## config.mk

```make
export PLATFORM = sky130hd
export DESIGN_NAME = pulse_verify_programmer
export DESIGN_NICKNAME = d
export VERILOG_FILES = /design/src/rtl/pvp_pkg.sv /design/src/rtl/pvp_timer.sv /design/src/rtl/pvp_pulse_ctr.sv /design/src/rtl/pulse_verify_programmer.sv
export SDC_FILE = /design/constraint.sdc
export NUM_CORES = 1
export LEC_CHECK = 0
export ABC_CLOCK_PERIOD_IN_PS = 2590
export BUFFER_PORTS_ARGS = -buffer_cell sky130_fd_sc_hd__buf_2
export CAP_MARGIN = 10
export CORE_UTILIZATION = 43
export DETAILED_ROUTE_END_ITERATION = 7
export PLACE_DENSITY = 0.65
export SLEW_MARGIN = 10
export SYNTH_ARGS = -nofsm -noshare
export SYNTH_HDL_FRONTEND = slang
export SYNTH_SLANG_ARGS = --single-unit
```

## constraint.sdc

```tcl
create_clock -name clk -period 2.59 [get_ports clk]
set_clock_uncertainty 0.15 [all_clocks]
set_input_delay 0.518 -clock clk [delete_from_list [all_inputs] [get_ports clk]]
set_output_delay 0.518 -clock clk [all_outputs]
set_load 0.03 [all_outputs]
```

## src/rtl/pvp_pkg.sv

```systemverilog
package pvp_pkg;

  typedef enum logic [2:0] {
    ST_IDLE, ST_LOAD, ST_PULSE, ST_SETTLE,
    ST_CHECK, ST_FV_SETTLE, ST_FV_CHECK, ST_DONE
  } pvp_state_e;

  // cycles spent in one program pulse
  function automatic int pulse_cycles(int clk_mhz, int pulse_us);
    return clk_mhz * pulse_us;
  endfunction

  // counter width able to hold the larger of two reload values
  function automatic int timer_width(int a, int b);
    int m;
    m = (a > b) ? a : b;
    return (m < 2) ? 1 : $clog2(m + 1);
  endfunction

endpackage

```

## src/rtl/pvp_timer.sv

```systemverilog
module pvp_timer #(
  parameter int W = 8
) (
  input  logic         clk,
  input  logic         rst_n,
  input  logic         load,
  input  logic [W-1:0] load_val,
  output logic         zero
);
  logic [W-1:0] cnt_q;

  always_ff @(posedge clk) begin
    if (!rst_n)          cnt_q <= '0;
    else if (load)       cnt_q <= load_val;
    else if (cnt_q != 0) cnt_q <= cnt_q - 1'b1;
  end

  assign zero = (cnt_q == '0);
endmodule

```

## src/rtl/pvp_pulse_ctr.sv

```systemverilog
module pvp_pulse_ctr #(
  parameter int MAXP = 25,
  localparam int W = (MAXP < 2) ? 1 : $clog2(MAXP + 1)
) (
  input  logic clk,
  input  logic rst_n,
  input  logic clr,
  input  logic inc,
  output logic at_limit
);
  logic [W-1:0] cnt_q;

  always_ff @(posedge clk) begin
    if (!rst_n || clr) cnt_q <= '0;
    else if (inc)      cnt_q <= cnt_q + 1'b1;
  end

  assign at_limit = (cnt_q == W'(MAXP));


  no_extra_pulse_chk: assert property (@(posedge clk) disable iff (!rst_n)
    inc |-> !at_limit);
endmodule

```

## src/rtl/pulse_verify_programmer.sv

```systemverilog
module pulse_verify_programmer
  import pvp_pkg::*;
#(
  parameter int ADDR_W     = 8,
  parameter int DATA_W     = 8,
  parameter int CLK_MHZ    = 200,
  parameter int PULSE_US   = 100,
  parameter int MAX_PULSES = 25,
  parameter int SETTLE_CYC = 4
) (
  input  logic              clk,
  input  logic              rst_n,
  input  logic              start,
  output logic              done,
  output logic              fail,
  output logic [ADDR_W-1:0] fail_addr,
  output logic [ADDR_W-1:0] src_addr,
  input  logic [DATA_W-1:0] src_data,
  output logic [ADDR_W-1:0] mem_addr,
  output logic [DATA_W-1:0] mem_wdata,
  input  logic [DATA_W-1:0] mem_rdata,
  output logic              mem_sel_n,
  output logic              mem_rd_n,
  output logic              mem_burn_n,
  output logic              prog_supply_hi,
  output logic              core_supply_hi
);
  localparam int PULSE_CYC = pulse_cycles(CLK_MHZ, PULSE_US);
  localparam int TMR_W     = timer_width(PULSE_CYC, SETTLE_CYC);
  localparam logic [TMR_W-1:0]  PULSE_VAL  = TMR_W'(PULSE_CYC - 1);
  localparam logic [TMR_W-1:0]  SETTLE_VAL = TMR_W'(SETTLE_CYC - 1);
  localparam logic [ADDR_W-1:0] LAST_ADDR  = {ADDR_W{1'b1}};

  pvp_state_e        st_q, st_d;
  logic [ADDR_W-1:0] addr_q;
  logic [DATA_W-1:0] wbuf_q;
  logic              fail_q;
  logic [ADDR_W-1:0] fail_addr_q;

  // named internal events
  logic tmr_load, tmr_zero, pc_clr, pc_inc, at_limit;
  logic [TMR_W-1:0] tmr_val;
  logic start_ok, addr_clr, addr_adv, latch, give_up, fv_miss, match, last;

  pvp_timer #(.W(TMR_W)) u_timer (
    .clk(clk), .rst_n(rst_n), .load(tmr_load), .load_val(tmr_val), .zero(tmr_zero));

  pvp_pulse_ctr #(.MAXP(MAX_PULSES)) u_pcnt (
    .clk(clk), .rst_n(rst_n), .clr(pc_clr), .inc(pc_inc), .at_limit(at_limit));

  assign last  = (addr_q == LAST_ADDR);
  assign match = (mem_rdata == ((st_q == ST_FV_CHECK) ? src_data : wbuf_q));

  always_comb begin
    st_d = st_q;
    tmr_load = 1'b0; tmr_val = '0;
    pc_clr = 1'b0; pc_inc = 1'b0;
    start_ok = 1'b0; addr_clr = 1'b0; addr_adv = 1'b0;
    latch = 1'b0; give_up = 1'b0; fv_miss = 1'b0;
    case (st_q)
      ST_IDLE, ST_DONE: if (start) begin
        start_ok = 1'b1; addr_clr = 1'b1; st_d = ST_LOAD;
      end
      ST_LOAD: begin
        latch = 1'b1; pc_clr = 1'b1;
        tmr_load = 1'b1; tmr_val = PULSE_VAL; st_d = ST_PULSE;
      end
      ST_PULSE: if (tmr_zero) begin
        pc_inc = 1'b1; tmr_load = 1'b1; tmr_val = SETTLE_VAL; st_d = ST_SETTLE;
      end
      ST_SETTLE: if (tmr_zero) st_d = ST_CHECK;
      ST_CHECK: begin
        if (match) begin
          if (last) begin
            addr_clr = 1'b1; tmr_load = 1'b1; tmr_val = SETTLE_VAL;
            st_d = ST_FV_SETTLE;
          end else begin
            addr_adv = 1'b1; st_d = ST_LOAD;
          end
        end else if (at_limit) begin
          give_up = 1'b1; st_d = ST_DONE;
        end else begin
          tmr_load = 1'b1; tmr_val = PULSE_VAL; st_d = ST_PULSE;
        end
      end
      ST_FV_SETTLE: if (tmr_zero) st_d = ST_FV_CHECK;
      ST_FV_CHECK: begin
        fv_miss = !match;
        if (last) st_d = ST_DONE;
        else begin
          addr_adv = 1'b1; tmr_load = 1'b1; tmr_val = SETTLE_VAL;
          st_d = ST_FV_SETTLE;
        end
      end
      default: st_d = ST_IDLE;
    endcase
  end

  always_ff @(posedge clk) begin
    if (!rst_n) begin
      st_q <= ST_IDLE; addr_q <= '0; wbuf_q <= '0;
      fail_q <= 1'b0; fail_addr_q <= '0;
    end else begin
      st_q <= st_d;
      if (addr_clr)      addr_q <= '0;
      else if (addr_adv) addr_q <= addr_q + 1'b1;
      if (latch) wbuf_q <= src_data;
      if (start_ok) begin
        fail_q <= 1'b0; fail_addr_q <= '0;
      end else if (give_up || (fv_miss && !fail_q)) begin
        fail_q <= 1'b1; fail_addr_q <= addr_q;
      end
    end
  end

  logic active, prog_phase;
  assign active     = (st_q != ST_IDLE) && (st_q != ST_DONE);
  assign prog_phase = (st_q == ST_LOAD) || (st_q == ST_PULSE) ||
                      (st_q == ST_SETTLE) || (st_q == ST_CHECK);

  assign done           = (st_q == ST_DONE);
  assign fail           = fail_q;
  assign fail_addr      = fail_addr_q;
  assign src_addr       = addr_q;
  assign mem_addr       = addr_q;
  assign mem_wdata      = wbuf_q;
  assign mem_sel_n      = !active;
  assign mem_burn_n     = (st_q != ST_PULSE);
  assign mem_rd_n       = !((st_q == ST_SETTLE) || (st_q == ST_CHECK) ||
                            (st_q == ST_FV_SETTLE) || (st_q == ST_FV_CHECK));
  assign prog_supply_hi = prog_phase;
  assign core_supply_hi = prog_phase;


  burn_strobe_excl_chk: assert property (@(posedge clk) disable iff (!rst_n)
    !mem_burn_n |-> (mem_rd_n && !mem_sel_n && prog_supply_hi));

  pulse_min_len_chk: assert property (@(posedge clk) disable iff (!rst_n)
    $fell(mem_burn_n) |=> !mem_burn_n);

  addr_step_chk: assert property (@(posedge clk) disable iff (!rst_n)
    addr_adv |=> (mem_addr == $past(mem_addr) + 1'b1));

  give_up_chk: assert property (@(posedge clk) disable iff (!rst_n)
    give_up |=> (done && fail && fail_addr == $past(mem_addr)));

  fv_supply_chk: assert property (@(posedge clk) disable iff (!rst_n)
    fv_miss |-> (!prog_supply_hi && !core_supply_hi && !mem_rd_n));

  done_hold_chk: assert property (@(posedge clk) disable iff (!rst_n)
    (done && !start) |=> done);
endmodule

```

# Word-level counts from Yosys, hierarchy flattened
# Index checks and enable logic that the tools add are counted.
# op_classes
muxes,36
bitwise,1
eq_ne,16
add_sub_neg,3
n_reduce_logical,24
# ops
cell,count
$mux 15,4
$pmux 15 s4,1
$mux 3,7
$pmux 3 s7,1
$logic_not 15->1,1
$mux 1,15
$reduce_bool 15->1,1
$sub 15x1->15 const B,1
$eq 3x3->1 const B,4
$add 8x1->8 const B,1
$eq 8x8->1,1
$eq 8x8->1 const B,1
$logic_or 1x1->1,8
$mux 2,4
$mux 8,1
$ne 2x2->1 const B,4
$eq 3x2->1 const B,2
$reduce_or 2->1,3
$add 5x1->5 const B,1
$eq 5x5->1 const B,1
$logic_not 1->1,5
$pmux 1 s2,2
$pmux 1 s4,1
$reduce_and 4->1,1
other kinds (8),9
# word_totals
word_cells,87
regBits,48

# Logic depth before layout (Yosys ltp)
# Gate-level depths: netlist of the first run.
# depth
ltp_word,7
ltp_mapped,9
depth_no_buf,8

# By module
# Synthesis of the first run repeated with hierarchy kept, for this count alone.
# hier_totals
cells_unflattened,355
hier_area_um2,2892.8
# modules_own_cells
mod,seq_area_each_um2,n_inst,area_each_um2,cells_each
pulse_verify_programmer,560.5,1,1778.0,228
pvp_timer,300.3,1,853.3,101
pvp_pulse_ctr,100.1,1,261.5,26

# Least setup slack after synthesis of the first run
# No wires, ideal clock.
# synth_timing
path_kind,register to register
start,reg st_q[2]
end,"reg addr_q[2], in the netlist mem_addr[2]"
period_less_slack_ps,2460
arrival_ps,2171
setup_slack_ps,130
path_stages_with_launch,9
required_ps,2300
setup_time_ps,140
n_path_buf,1
cell_sequence,dfxtp_1 -> buf_2 -> clkinv_1 -> nor2_1 -> a21o_1 -> nand2_1 -> nand2_1 -> o21bai_1 -> a31oi_1
# synth_between
word_cells_on_any_way,12
cone_classes,4 x eq/ne; 5 x mux; 3 x reduce/logical
# synth_lines
item,line_no,source
start: declaration,pulse_verify_programmer.sv:34,"pvp_state_e st_q, st_d;"
start signal: assignment,pulse_verify_programmer.sv:104,st_q <= st_d;
$eq 3x3->1,--,
named net done,pulse_verify_programmer.sv:14,"output logic done,"
$reduce_or 2->1,pulse_verify_programmer.sv:60,case (st_q)
$pmux 1 s2,pulse_verify_programmer.sv:60,
$reduce_or 2->1 (no source line),--,
end signal: assignment,pulse_verify_programmer.sv:106,else if (addr_adv) addr_q <= addr_q + 1'b1;
end: declaration,pulse_verify_programmer.sv:35,logic [ADDR_W-1:0] addr_q;
# The timed path passes the listed nets, and every way through them passes these cells.
# A chain may end at the register's enable or synchronous reset.

# Worst setup path in the final report of the first run
# layout_timing
start,"reg addr_q[0], in the netlist mem_addr[0]"
end,"reg addr_q[7], in the netlist mem_addr[7]"
# layout_between
elab_chain_len,5
word_cells_on_any_way,9
cone_classes,1 x add/sub; 1 x eq/ne; 6 x mux; 1 x reduce/logical
# layout_lines
item,line_no,source
$eq 8x8->1,pulse_verify_programmer.sv:51,assign last = (addr_q == LAST_ADDR);
$mux 1,pulse_verify_programmer.sv:74,if (last) begin
$mux 1,pulse_verify_programmer.sv:73,if (match) begin
$pmux 1 s2,pulse_verify_programmer.sv:60,
$reduce_or 2->1 (no source line),--,
# Parallel ways exist; a longest one is shown, timed or not.

==> results.json, run 1 <==
{
  "status": "completed",
  "fin_crit_sh": 0.915,
  "setup_tns_ns": 0,
  "clk_latency_ns": 0.32,
  "yosys.area.top_type": "dfxtp_1",
  "ir_worst_vdd_v": 0.000450,
  "synth-compound-area-share": 0.170,
  "synthMuxAreaShare": 0.0730,
  "diodes": 0,
  "yosysUniqueCellTypes": 52,
  "grt_pass1_vias": 2222,
  "maxCapViolations": 0,
  "avgSynthCellArea_um2": 8.24,
  "final-hold-violation-count": 0,
  "max_freq_mhz": 422,
  "grt_setup_unrepaired": "false",
  "rows": 28,
  "synth_area_um2": 2760,
  "synth_top_family_by_area": "simple AND/OR/NAND/NOR gates",
  "worst_pin_slew_ns": 0.626,
  "critPathCaptureType": "register",
  "syn_nets": 358,
  "yosys_warnings": 0,
  "synth_simple_gate_area_frac": 0.243,
  "start_util": 0.455,
  "drive_gt1_frac": 0.236,
  "start_kind": "register",
  "fin_nets": 416,
  "power_uw": 2220,
  "cts_tree": "done",
  "p_leak_uw": 0.00127,
  "synth_xor_area_frac": 0.0888,
  "seq_area_um2": 961,
  "crit_fanout": 7,
  "viasPerCell": 5.49,
  "async_flop_share": 0,
  "hold_slack_ns": 0.310,
  "cts_sinks": 48,
  "synthAdderAreaFrac": 0.0181,
  "grt_max_degree": 20,
  "required_ns": 2.70,
  "wl_per_cell_um": 13.8,
  "cts_made_buffers": 5,
  "path_class": "register to register",
  "layout_common_cells": "57 x buf_2, 48 x dfxtp_1, 44 x nor2_1",
  "grt_first_pass_wirelength_um": 10300,
  "synth_area_leaders": "dfxtp_1 35%, mux2i_1 6.9%, xnor2_1 6.3%, nor2_1 6.0%, nand2_1 2.9%",
  "antenna_found_initial": 0,
  "dieWidth_um": 82.1,
  "place_congestion": 0.828,
  "port_buffers": 57,
  "arrival_ns": 2.48,
  "drcViolationCount": 0,
  "dr.pass1.iters": 4,
  "hold_class": "input port to register",
  "multiInputGateArea_um2": 1640,
  "vias": 2576,
  "core_um2": 6060,
  "ant_nets": 0,
  "drt_iter0_drc": 182,
  "final_common_cell": "buf_2",
  "layout_min_cycle_time_ns": 2.37,
  "relSlewSlack": 0.582,
  "synth-edff-count": 0,
  "clock-root-buffer": "clkbuf_8",
  "die_area_um2": 6740,
  "htreeDepth": 2,
  "synthCells": 335,
  "synth_top_area_share": 0.348,
  "fillCellCount": 581,
  "seq_area_frac_synth": 0.348,
  "syn_to_final_growth_pct": 17.7,
  "cts_buffer_depth": 2,
  "gr-total-overflow": 0,
  "ys_ff_latch": 48,
  "synthFlopType": "dfxtp_1",
  "io_pins": 58,
  "die_h_um": 82.1,
  "grtUsageTotal": 0.200,
  "dpl.hpwl_um": 4750,
  "clk_pin_slew_ns": 0.10,
  "power_density_nw_per_um2": 684,
  "routed_wl_um": 6460,
  "setup_violations": 0,
  "slew_violations": 0
}
-- cell families after synthesis --
family	Yosys count
compound gates	73
xor+xnor	28
fa+ha+maj	4
buf+inv	32
flops	48
mux	20
simple gates	130
-- worst max-delay path, cell delays in order, from the launching register on --
cell     delay, ns
dfxtp_1       0.37
ha_1          0.26
and3_1        0.21
nand3_1       0.14
nor2_1        0.10
nor2_1        0.19
nand4_1       0.20
or4_1         0.55
a21oi_1       0.14
-- per-stage QoR --
step	setup slack [ns]	cells	area, µm²	utilization
floorplan	0.130	335	2760	-
global placement	0.130	461	3130	0.516
detailed placement	0.119	461	3130	0.516
CTS	0.0803	469	3240	0.535
global route	0.00724	469	3250	0.536
finish	0.221	469	3250	0.536
-- Yosys cell counts, drive strengths merged (7+ instances only) --
| cell type | instances |
|---|---|
| a21oi | 15 |
| a31oi | 9 |
| buf | 13 |
| clkbuf | 7 |
| dfxtp | 48 |
| inv | 11 |
| mux2i | 19 |
| nand2 | 23 |
| nand3 | 13 |
| nor2 | 45 |
| nor3 | 7 |
| nor4 | 8 |
| o21ai | 21 |
| xnor2 | 20 |
| xor2 | 8 |
-- final cells by class --
class,count,area share
clock buffer,5,0.0212
clock inverter,3,0.0146
inverter,12,0.0139
multi-input combinational,255,0.506
sequential,48,0.296
tap,75,0.0289
timing repair buffer,71,0.120
-- path summary, 6_finish.rpt --
path                  end  cells after the start  slack, ns         start
min          mem_wdata[2]                      3       0.31   src_data[2]
max reg2reg   mem_addr[7]                      8       0.22   mem_addr[0]
min reg2reg  fail_addr[1]                      2       0.35  fail_addr[1]
max           mem_addr[7]                      8       0.22   mem_addr[0]
-- power breakdown --
group          switching, µW  internal (µW)
registers               79.9            823
clock network            278            291
logic                    418            332
total                    776           1450
-- registers in the layout (all words and copies together), names as in the netlist --
register and count:
u_timer.cnt_q 15, mem_wdata 8, u_pcnt.cnt_q 5, st_q 3, fail 1, mem_addr 8
fail_addr 8
-- repair_timing --
action                     CTS  global route
hold endpoints to repair     0             0
setup buffers                0             0
gates resized for setup      0             2
hold buffers                 0             0
setup endpoints to repair    0             2
-- per-layer routing --
metal / part of all wire / track usage / wire length [µm]
met5: 0 / 0 / 0
met4: 0.016 / 0.0789 / 103
met3: 0.056 / 0.0341 / 364
met2: 0.44 / 0.306 / 2860
met1: 0.49 / 0.277 / 3140
Power figures use the tool's default switching activity.
==> run 2: changes to the inputs <==
--- a/config.mk
+++ b/config.mk
@@ -9,4 +9,5 @@
 export BUFFER_PORTS_ARGS = -buffer_cell sky130_fd_sc_hd__buf_2
 export CAP_MARGIN = 10
+export CORE_ASPECT_RATIO = 1.4
 export CORE_UTILIZATION = 43
 export DETAILED_ROUTE_END_ITERATION = 7
==> constraint.sdc (replaced) <==
create_clock -name clk -period 2.59 [get_ports clk]
set_clock_uncertainty 0.15 [all_clocks]
set_input_delay 0.3885 -clock clk [delete_from_list [all_inputs] [get_ports clk]]
set_output_delay 0.3885 -clock clk [all_outputs]
set_load 0.03 [all_outputs]
==> run 2 against run 1 <==
Clock power down 21%. Non-clock buffer count up 1. Register-to-register slack worse by 0.06 ns. Highest routed layer unchanged. Critical endpoint is now u_timer.cnt_q[1]. Critical path type unchanged. Fmax down 2.4%. Global-route usage down 0.19 points.
==> results.json, run 2 (synthesized netlist as in run 1, its figures left out) <==
{
  "status": "completed",
  "hold_slack_ns": 0.200,
  "holdPathEnd": "mem_wdata[5]",
  "ant_nets": 0,
  "start_util": 0.444,
  "final_common_cell": "buf_2",
  "switching_share": 0.359,
  "grt_max_degree": 20,
  "place_congestion": 0.867,
  "critPathCaptureType": "register",
  "drive_gt1_frac": 0.233,
  "regMostFlops": "u_timer.cnt_q",
  "hold_class": "input port to register",
  "gr-total-overflow": 0,
  "grt_pass1_vias": 2331,
  "p_seq_frac": 0.427,
  "hold_path_depth": 3,
  "dr.pass1.iters": 4,
  "syn_to_final_growth_pct": 16.6,
  "relSlewSlack": 0.678,
  "dpl.hpwl_um": 4840,
  "cts_buffer_depth": 2,
  "cts_made_buffers": 5,
  "cp.buffers_inverters": 0,
  "start_kind": "register",
  "clk_pin_slew_ns": 0.10,
  "largest_register_ffs": 15,
  "crit_fanout": 10,
  "max_freq_mhz": 412,
  "setup_violations": 0,
  "required_ns": 2.68,
  "die_area_um2": 6750,
  "postCtsSetupRepairBufs": 0,
  "grtUsageTotal": 0.198,
  "clock-root-buffer": "clkbuf_8",
  "grt_setup_unrepaired": "false",
  "io_pins": 58,
  "clkPwrFrac": 0.213,
  "diodes": 0,
  "crit_chain": "nor4_4 -> nand2_2 -> or4_1 -> or2_4 -> a41o_1 -> a41oi_1",
  "cts_hold_buf": 0,
  "r2r-end": "u_timer.cnt_q[1]",
  "clk_latency_ns": 0.31,
  "fin_nets": 417,
  "routed_wl_um": 6360,
  "min_from": "src_data[5]",
  "wl_per_cell_um": 13.6,
  "cts_resized": 0,
  "grt_util_met3": 0.0313,
  "p_int_uw": 1350,
  "combinationalPowerShare": 0.360,
  "power_density_nw_per_um2": 656,
  "path_class": "register to register",
  "worst_pin_slew_ns": 0.481,
  "final-hold-violation-count": 0,
  "layout_min_cycle_time_ns": 2.43,
  "maxCapViolations": 0,
  "drcViolationCount": 0,
  "reg2reg_setup_slack_ns": 0.16,
  "ff2ff_path_depth": 6,
  "antenna_found_initial": 0,
  "layout_common_cells": "57 x buf_2, 48 x dfxtp_1, 44 x nor2_1",
  "met1_usage": 0.231,
  "dieWidth_um": 69.7,
  "rows": 34,
  "htreeDepth": 2,
  "p_leak_uw": 0.00126,
  "ir_worst_vdd_v": 0.000319,
  "cts_tree": "done",
  "cts_sinks": 48,
  "fin_crit_sh": 0.937,
  "slew_violations": 0,
  "critPathMaxStageDelay_ns": 0.67,
  "port_buffers": 57,
  "crit_family": "simple AND/OR/NAND/NOR gates",
  "arrival_ns": 2.51,
  "core_um2": 6210,
  "fillCellCount": 612,
  "grt_use_met2": 0.355,
  "cp_slowest_cell": "or4_1",
  "grt_first_pass_wirelength_um": 10900,
  "vias": 2599,
  "drt_iter0_drc": 93,
  "switchingPower_uw": 758,
  "gr-max-usage-layer": "met2",
  "setup_tns_ns": 0,
  "viasPerCell": 5.57,
  "die_h_um": 96.8,
  "r2r-start": "u_timer.cnt_q[5]"
}
-- run 2: cell count changes in the layout (fill, tap and decap cells not counted), sizes merged --
cell / previous run / this run
buf: 71 / 72
bufinv: 1 / 0
clkinv: 3 / 4
-- run 2: through the flow --
stage / instances / area, µm² / power (µW) / worst slack [ns] / util
2_1_floorplan: 335 / 2760 / 1480 / 0.130 / -
3_3_place_gp: 459 / 3130 / 1670 / 0.228 / 0.504
3_5_place_dp: 459 / 3130 / 1680 / 0.161 / 0.504
4_1_cts: 467 / 3220 / 2140 / 0.143 / 0.518
5_1_grt: 467 / 3220 / 2270 / 0.00840 / 0.518
6_report: 467 / 3220 / 2110 / 0.163 / 0.518
-- run 2: power groups by stage --
| stage | logic [µW] | registers, µW | clock network (µW) |
|---|---|---|---|
| after floorplan | 558 | 924 | 0 |
| after global placement | 755 | 916 | 0 |
| after detailed placement | 761 | 919 | 0 |
| after CTS | 766 | 902 | 471 |
| after global routing | 851 | 917 | 499 |
| final | 760 | 901 | 450 |
-- run 2: cell type report --
| type | count | area (µm²) | area share |
|---|---|---|---|
| clock buffer | 5 | 68.8 | 0.0214 |
| clock inverter | 3 | 18.8 | 0.00583 |
| inverter | 12 | 45.0 | 0.0140 |
| multi-input combinational | 255 | 1640 | 0.509 |
| sequential | 48 | 961 | 0.298 |
| tap | 72 | 90.1 | 0.0280 |
| timing repair buffer | 72 | 398 | 0.124 |
-- run 2: worst max-delay path by stage --
stage | from | slack, ns | cells past startpoint | to
floorplan | st_q[2] | 0.13 | 8 | mem_addr[2]
global placement | mem_addr[0] | 0.23 | 8 | mem_addr[7]
detailed placement | u_timer.cnt_q[5] | 0.16 | 6 | u_timer.cnt_q[0]
CTS | u_timer.cnt_q[5] | 0.14 | 6 | u_timer.cnt_q[0]
global route | u_timer.cnt_q[5] | 0.008 | 6 | u_timer.cnt_q[1]
finish | u_timer.cnt_q[5] | 0.16 | 6 | u_timer.cnt_q[1]
-- run 2: per-layer routing --
layer | share of wire | wire, µm
met5 | 0 | 0
met4 | 0.023 | 145
met3 | 0.031 | 195
met2 | 0.52 | 3330
met1 | 0.42 | 2690
-- run 2: worst min-delay path: stages --
cell and delay, ns:
buf_2 0.10, mux2i_1 0.07, nor2_1 0.07
